--- src/rtl/rxq_pkg.sv ---
package rxq_pkg;
  // control word field positions (decoded by the register block neighbour)
  localparam int TRIG_LSB  = 6;
  localparam int FLUSH_BIT = 1;

  typedef enum logic [1:0] {
    TRIG_C0 = 2'd0,
    TRIG_C1 = 2'd1,
    TRIG_C2 = 2'd2,
    TRIG_C3 = 2'd3
  } trig_code_e;
endpackage

--- src/rtl/rxq_trig.sv ---
module rxq_trig #(
  parameter int CNT_W = 5,
  parameter int LVL0  = 1,
  parameter int LVL1  = 4,
  parameter int LVL2  = 8,
  parameter int LVL3  = 14
) (
  input  logic             clk,
  input  logic             rst_n,
  input  logic             we,
  input  logic [1:0]       code,
  output logic [CNT_W-1:0] thr
);
  import rxq_pkg::*;

  trig_code_e code_q;

  always_ff @(posedge clk or negedge rst_n) begin
    if (!rst_n)  code_q <= TRIG_C0;
    else if (we) code_q <= trig_code_e'(code);
  end

  always_comb begin
    unique case (code_q)
      TRIG_C0: thr = CNT_W'(LVL0);
      TRIG_C1: thr = CNT_W'(LVL1);
      TRIG_C2: thr = CNT_W'(LVL2);
      default: thr = CNT_W'(LVL3);
    endcase
  end

  AST_TRIG_LOAD: assert property (@(posedge clk) disable iff (!rst_n)
    we && code == 2'd3 |=> thr == CNT_W'(LVL3));
endmodule

--- src/rtl/rxq_store.sv ---
module rxq_store #(
  parameter int DEPTH  = 16,
  parameter int DATA_W = 8,
  parameter int CNT_W  = 5,
  parameter int PTR_W  = 4
) (
  input  logic              clk,
  input  logic              rst_n,
  input  logic              push,
  input  logic              pop,
  input  logic              flush,
  input  logic [DATA_W-1:0] wdata,
  output logic [DATA_W-1:0] rdata,
  output logic [CNT_W-1:0]  cnt
);
  localparam logic [PTR_W-1:0] LAST = PTR_W'(DEPTH - 1);

  logic [DATA_W-1:0] mem [DEPTH];
  logic [PTR_W-1:0]  wr_ptr, rd_ptr;

  function automatic logic [PTR_W-1:0] bump(input logic [PTR_W-1:0] p);
    return (p == LAST) ? '0 : p + 1'b1;
  endfunction

  for (genvar g = 0; g < DEPTH; g++) begin : g_ent
    always_ff @(posedge clk or negedge rst_n) begin
      if (!rst_n)                                mem[g] <= '0;
      else if (flush)                            mem[g] <= '0;
      else if (push && wr_ptr == PTR_W'(g))      mem[g] <= wdata;
    end
  end

  always_ff @(posedge clk or negedge rst_n) begin
    if (!rst_n) begin
      wr_ptr <= '0;
      rd_ptr <= '0;
      cnt    <= '0;
    end else if (flush) begin
      wr_ptr <= '0;
      rd_ptr <= '0;
      cnt    <= '0;
    end else begin
      if (push) wr_ptr <= bump(wr_ptr);
      if (pop)  rd_ptr <= bump(rd_ptr);
      unique case ({push, pop})
        2'b10:   cnt <= cnt + 1'b1;
        2'b01:   cnt <= cnt - 1'b1;
        default: cnt <= cnt;
      endcase
    end
  end

  assign rdata = mem[rd_ptr];

  AST_NO_OVERFLOW: assert property (@(posedge clk) disable iff (!rst_n)
    cnt <= CNT_W'(DEPTH));
  AST_PTR_GAP: assert property (@(posedge clk) disable iff (!rst_n)
    cnt == CNT_W'(DEPTH) || cnt == '0 || wr_ptr != rd_ptr);
endmodule

--- src/rtl/rxq_flags.sv ---
module rxq_flags #(
  parameter int CNT_W = 5
) (
  input  logic             clk,
  input  logic             rst_n,
  input  logic             push_ok,
  input  logic             pop_ok,
  input  logic [CNT_W-1:0] cnt,
  input  logic [CNT_W-1:0] thr,
  input  logic             ie,
  input  logic             clr,
  output logic             full,
  output logic             irq
);
  logic [CNT_W-1:0] cnt_after;
  logic             set_ev, drop_ev;

  always_comb begin
    cnt_after = cnt;
    if (push_ok && !pop_ok) cnt_after = cnt + 1'b1;
    if (pop_ok && !push_ok) cnt_after = cnt - 1'b1;
  end

  assign set_ev  = push_ok && (cnt_after >= thr);
  assign drop_ev = pop_ok  && (cnt_after <  thr);

  always_ff @(posedge clk or negedge rst_n) begin
    if (!rst_n) begin
      full <= 1'b0;
      irq  <= 1'b0;
    end else begin
      if (set_ev)              full <= 1'b1;
      else if (clr || drop_ev) full <= 1'b0;

      if (!ie)                 irq <= 1'b0;
      else if (set_ev)         irq <= 1'b1;
      else if (clr)            irq <= 1'b0;
    end
  end

  AST_FULL_SET: assert property (@(posedge clk) disable iff (!rst_n)
    push_ok && (cnt_after >= thr) |=> full);
  AST_IRQ_OFF: assert property (@(posedge clk) disable iff (!rst_n)
    !ie |=> !irq);
  AST_CLR_WINS: assert property (@(posedge clk) disable iff (!rst_n)
    clr && !push_ok |=> !full);
endmodule

--- src/rtl/rxq_fifo.sv ---
module rxq_fifo #(
  parameter int DEPTH  = 16,
  parameter int DATA_W = 8,
  parameter int LVL0   = 1,
  parameter int LVL1   = 4,
  parameter int LVL2   = 8,
  parameter int LVL3   = 14
) (
  input  logic              clk,
  input  logic              rst_n,
  input  logic              in_valid,
  input  logic [DATA_W-1:0] in_data,
  output logic              out_valid,
  output logic [DATA_W-1:0] out_data,
  input  logic              out_ready,
  input  logic              fctl_we,
  input  logic [7:0]        fctl_wdata,
  input  logic              rx_en,
  input  logic              rx_ie,
  input  logic              flag_clr,
  output logic [$clog2(DEPTH+1)-1:0] level,
  output logic              rx_full,
  output logic              rx_irq
);
  import rxq_pkg::*;

  localparam int CNT_W = $clog2(DEPTH + 1);
  localparam int PTR_W = (DEPTH > 1) ? $clog2(DEPTH) : 1;

  logic             flush, push_ok, pop_ok;
  logic [CNT_W-1:0] thr;

  assign flush     = fctl_we && fctl_wdata[FLUSH_BIT];
  assign out_valid = (level != '0);
  assign push_ok   = in_valid && rx_en && !flush && (level < CNT_W'(DEPTH));
  assign pop_ok    = out_ready && out_valid && !flush;

  rxq_trig #(.CNT_W(CNT_W), .LVL0(LVL0), .LVL1(LVL1), .LVL2(LVL2), .LVL3(LVL3)) trig_i (
    .clk   (clk),
    .rst_n (rst_n),
    .we    (fctl_we),
    .code  (fctl_wdata[TRIG_LSB +: 2]),
    .thr   (thr)
  );

  rxq_store #(.DEPTH(DEPTH), .DATA_W(DATA_W), .CNT_W(CNT_W), .PTR_W(PTR_W)) store_i (
    .clk   (clk),
    .rst_n (rst_n),
    .push  (push_ok),
    .pop   (pop_ok),
    .flush (flush),
    .wdata (in_data),
    .rdata (out_data),
    .cnt   (level)
  );

  rxq_flags #(.CNT_W(CNT_W)) flags_i (
    .clk     (clk),
    .rst_n   (rst_n),
    .push_ok (push_ok),
    .pop_ok  (pop_ok),
    .cnt     (level),
    .thr     (thr),
    .ie      (rx_ie),
    .clr     (flag_clr),
    .full    (rx_full),
    .irq     (rx_irq)
  );

  AST_DROP_FULL: assert property (@(posedge clk) disable iff (!rst_n)
    in_valid && level == CNT_W'(DEPTH) && !out_ready && !fctl_we |=> $stable(level));
  AST_RX_OFF: assert property (@(posedge clk) disable iff (!rst_n)
    !rx_en && !out_ready && !fctl_we |=> $stable(level));
  AST_EMPTY_POP: assert property (@(posedge clk) disable iff (!rst_n)
    out_ready && level == '0 && !in_valid |=> level == '0);
  AST_PUSH_POP: assert property (@(posedge clk) disable iff (!rst_n)
    push_ok && pop_ok |=> $stable(level));
  AST_FLUSH: assert property (@(posedge clk) disable iff (!rst_n)
    flush |=> level == '0 && out_data == '0);
endmodule

--- config.mk ---
export PLATFORM = sky130hd
export DESIGN_NAME = rxq_fifo
export DESIGN_NICKNAME = d
export VERILOG_FILES = /design/src/rtl/rxq_pkg.sv /design/src/rtl/rxq_trig.sv /design/src/rtl/rxq_store.sv /design/src/rtl/rxq_flags.sv /design/src/rtl/rxq_fifo.sv
export SDC_FILE = /design/constraint.sdc
export NUM_CORES = 1
export LEC_CHECK = 0
export ABC_CLOCK_PERIOD_IN_PS = 4640
export BUFFER_PORTS_ARGS = -buffer_cell sky130_fd_sc_hd__buf_2
export CAP_MARGIN = 20
export CORE_AREA = 2 2 116 118
export DETAILED_ROUTE_END_ITERATION = 16
export DIE_AREA = 0 0 118 120
export GPL_ROUTABILITY_DRIVEN = 1
export PLACE_DENSITY = 0.88
export SLEW_MARGIN = 20
export SYNTH_ARGS = -nofsm -noshare
export SYNTH_HDL_FRONTEND = slang
export SYNTH_HIERARCHICAL = 1
export SYNTH_SLANG_ARGS = --single-unit
--- constraint.sdc ---
create_clock -name clk -period 4.64 [get_ports clk]
set_input_delay 0.928 -clock clk [delete_from_list [all_inputs] [get_ports clk]]
set_output_delay 0.928 -clock clk [all_outputs]
set_load 0.005 [all_outputs]
==> out/metrics.csv <==
metric;value;unit
n_antenna_cell;0;
die_area;14200;um^2
skew;8.49;ps
clk_pin_slew_worst_paths;60;ps
hold_violations;0;
drv_slew;0;
synth_cell_types;51;
htree_levels;4;
fillCellCount;1042;
synth-main-ff-cell;dfrtp_1;
firstDrtPassIters;5;
area_delta_synth_final;9.55;%
cap_violations;0;
fin_crit_sh;77.9;%
cts_buffer_depth;2;
ys_seq_area_share;47.9;%
cts_root_buffer;clkbuf_16;
drc;0;
ys_warn_count;6;
clock-sinks;145;
grt_max_degree;106;
critPathArrivalTime;2690;ps
gr-total-overflow;0;
grt_pass1_wl;30100;um
die_w;118;um
critPathCaptureType;output pin;
ioPinCount;40;
timing.final.crit_period;3620;ps
cts_buffers;17;
ant_nets;0;
rows;42;
reg2reg_depth;11;
grt_pass1_vias;6006;
hold_path_class;register to register;
setup-tns-final;0;ps
power;3.68;mW
num-nets-final;876;
worst_ep_required_time;3710;ps
timing_worst_setup_path_type;register to output pin;
cp_max_fo;22;
syn_inst;847;
crit_path_start_kind;register;
finalSetupViolCount;0;
hold_buffers;0;
cts_tree;yes;
synthArstFlopShare;100;%
start_util;58.3;%
worst_pin_slew;1100;ps
syn_nets;885;
vias;6241;
ys_ff_latch;145;
core_area;13000;um^2
regToRegStartpoint;store_i/cnt[2]$_DFFE_PN0P_;
drive_above_1_share;12.1;%
rsz0062_at_grt;false;
cts-resized-gates;0;
r2r_setup_slack;1650;ps
r2r_end;flags_i/irq$_DFFE_PN0P_;
drt_wl_total;18500;um
netlist_area;7570;um^2
synth_edf_count;0;
grt_antenna_before_repair;0;
seq_area;3630;um^2
avgSynthCellArea;8.94;um^2
wl_per_cell;18.0;um
portBuffers;34;
gp_congestion;0.883;
status;finished, final reports clean;
drt_iter0_drc;649;
cts_setup_buffers;0;
p_per_area;443;nW/um^2
fmaxAchievable;277;MHz
grt_usage;27.2;%
clk_latency;430;ps
multiInputGateArea;3550;um^2
worstHoldPathCells;2;
power.leakage;3.54;nW
slew_headroom;26.6;%
die_h;120;um
viasPerCell;6.08;
holdPathEnd;store_i/mem[5]$_DFFE_PN0P_;
place_hpwl;11800;um
hold_start;store_i/mem[5]$_DFFE_PN0P_;
ir_worst_vdd;0.336;mV
==> Yosys cell counts, drive strengths merged, types with 2 or more instances <==
| cell type | n | share of area (%) |
|---|---|---|
| dfrtp | 145 | 48 |
| and3b | 2 | 0.23 |
| clkbuf | 40 | 2.0 |
| xor2 | 2 | 0.23 |
| inv | 12 | 0.59 |
| or3 | 3 | 0.25 |
| mux2i | 35 | 4.6 |
| a221oi | 16 | 1.9 |
| buf | 30 | 2.5 |
| a21oi | 137 | 9.1 |
| mux2 | 3 | 0.45 |
| ha | 14 | 2.3 |
| and2 | 13 | 1.1 |
| and3 | 4 | 0.33 |
| nand2b | 4 | 0.43 |
| nand3 | 7 | 0.46 |
| nand2 | 285 | 14 |
| nor2 | 17 | 0.88 |
| o21ai | 15 | 0.99 |
| nor3 | 6 | 0.53 |
| a41oi | 2 | 0.23 |
| xnor2 | 8 | 0.93 |
| mux4 | 16 | 4.8 |
| nor2b | 3 | 0.28 |
| o31ai | 2 | 0.20 |
| a22oi | 9 | 0.89 |
| nand4 | 2 | 0.17 |
==> placed cells by master (no fill, tap or decap), types with 2 or more instances in the layout <==
cell / n
and2_1: 12
xor2_1: 2
and3b_1: 2
mux4_2: 16
or3_1: 3
a221oi_1: 16
inv_1: 12
mux2_2: 3
o21ai_0: 15
dfrtp_1: 144
nand2_1: 285
a21oi_1: 136
nor3_1: 4
mux2i_1: 35
ha_1: 14
nor2_1: 16
nand4_1: 2
bufinv_16: 3
o31ai_1: 2
clkbuf_16: 17
clkinv_4: 5
clkinv_2: 3
nor3_2: 2
buf_2: 33
nor2b_1: 2
and3_1: 4
buf_4: 7
nand2b_1: 3
a41oi_1: 2
nand3_1: 7
xnor2_1: 8
a22oi_1: 9
clkinvlp_4: 2
==> report_power, final <==
part	switching, mW	leakage (nW)	total [mW]	internal [mW]
clock	0.525	0.286	1.37	0.842
combinational	0.442	1.25	0.816	0.374
sequential	0.161	2.01	1.49	1.33
total	1.13	3.54	3.68	2.55
==> how the worst max path moves through the flow <==
stage	startpoint	to	slack [ps]	cells after the start
after floorplan	fctl_we	flags_i/irq$_DFFE_PN0P_	1800	11
after global placement	fctl_we	flags_i/irq$_DFFE_PN0P_	1170	12
after detailed placement	fctl_we	flags_i/irq$_DFFE_PN0P_	1070	12
after CTS	store_i/rd_ptr[1]$_DFFE_PN0P_	out_data[7]	1080	5
after global routing	store_i/rd_ptr[1]$_DFFE_PN0P_	out_data[7]	860	5
final	store_i/rd_ptr[1]$_DFFE_PN0P_	out_data[2]	1020	5
==> area by class of cell <==
type,count,area share (%)
timing repair buffer,42,3.00
tap,176,2.65
inverter,13,0.649
multi-input combinational,619,42.8
clock buffer,18,5.17
clock inverter,13,1.98
sequential,145,43.8
==> through the flow <==
step                utilization (%)  setup slack, ps  hold WS (ps)  cells  instance area, um^2
floorplan                         -             1800           497    847                 7570
global route                   63.9              856           539   1026                 8290
CTS                            63.9             1080           522   1026                 8290
finish                         63.9             1020           521   1026                 8290
global placement               59.3             1170           507    995                 7700
detailed placement             59.3             1070           514    995                 7700
==> worst max-delay path, cell delays in order (launching register included) <==
cell,delay [ps]
dfrtp_1,880
and2_1,630
a221oi_1,290
o21ai_0,230
nand2_1,90
buf_2,130
==> flip-flops by register name, indices dropped and copies added (netlist names) <==
| signal | count |
|---|---|
| store_i/cnt | 5 |
| store_i/mem | 128 |
| flags_i/full | 1 |
| store_i/rd_ptr | 4 |
| flags_i/irq | 1 |
| store_i/wr_ptr | 4 |
| trig_i/code_q | 2 |
==> metal layers <==
layer,vias up,share of wire (%),global-route usage (%),wire [um]
met5,-,0,0,0
met4,0,3.5,13.6,642
met1,3000,42,37.3,7760
met2,340,46,41.0,8510
li1,2844,-,-,-
met3,57,8.5,6.08,1570
==> cell families after synthesis <==
| group | count (synthesis) | synth area share (%) |
|---|---|---|
| simple gates | 352 | 19.5 |
| compound gates | 188 | 14.1 |
| buf+inv | 83 | 5.21 |
| fa+ha+maj | 14 | 2.31 |
| other cells | 1 | 0.0495 |
| mux | 54 | 9.83 |
| flops | 145 | 47.9 |
| xor+xnor | 10 | 1.16 |
Note: power is estimated with default switching activity, not from simulation.
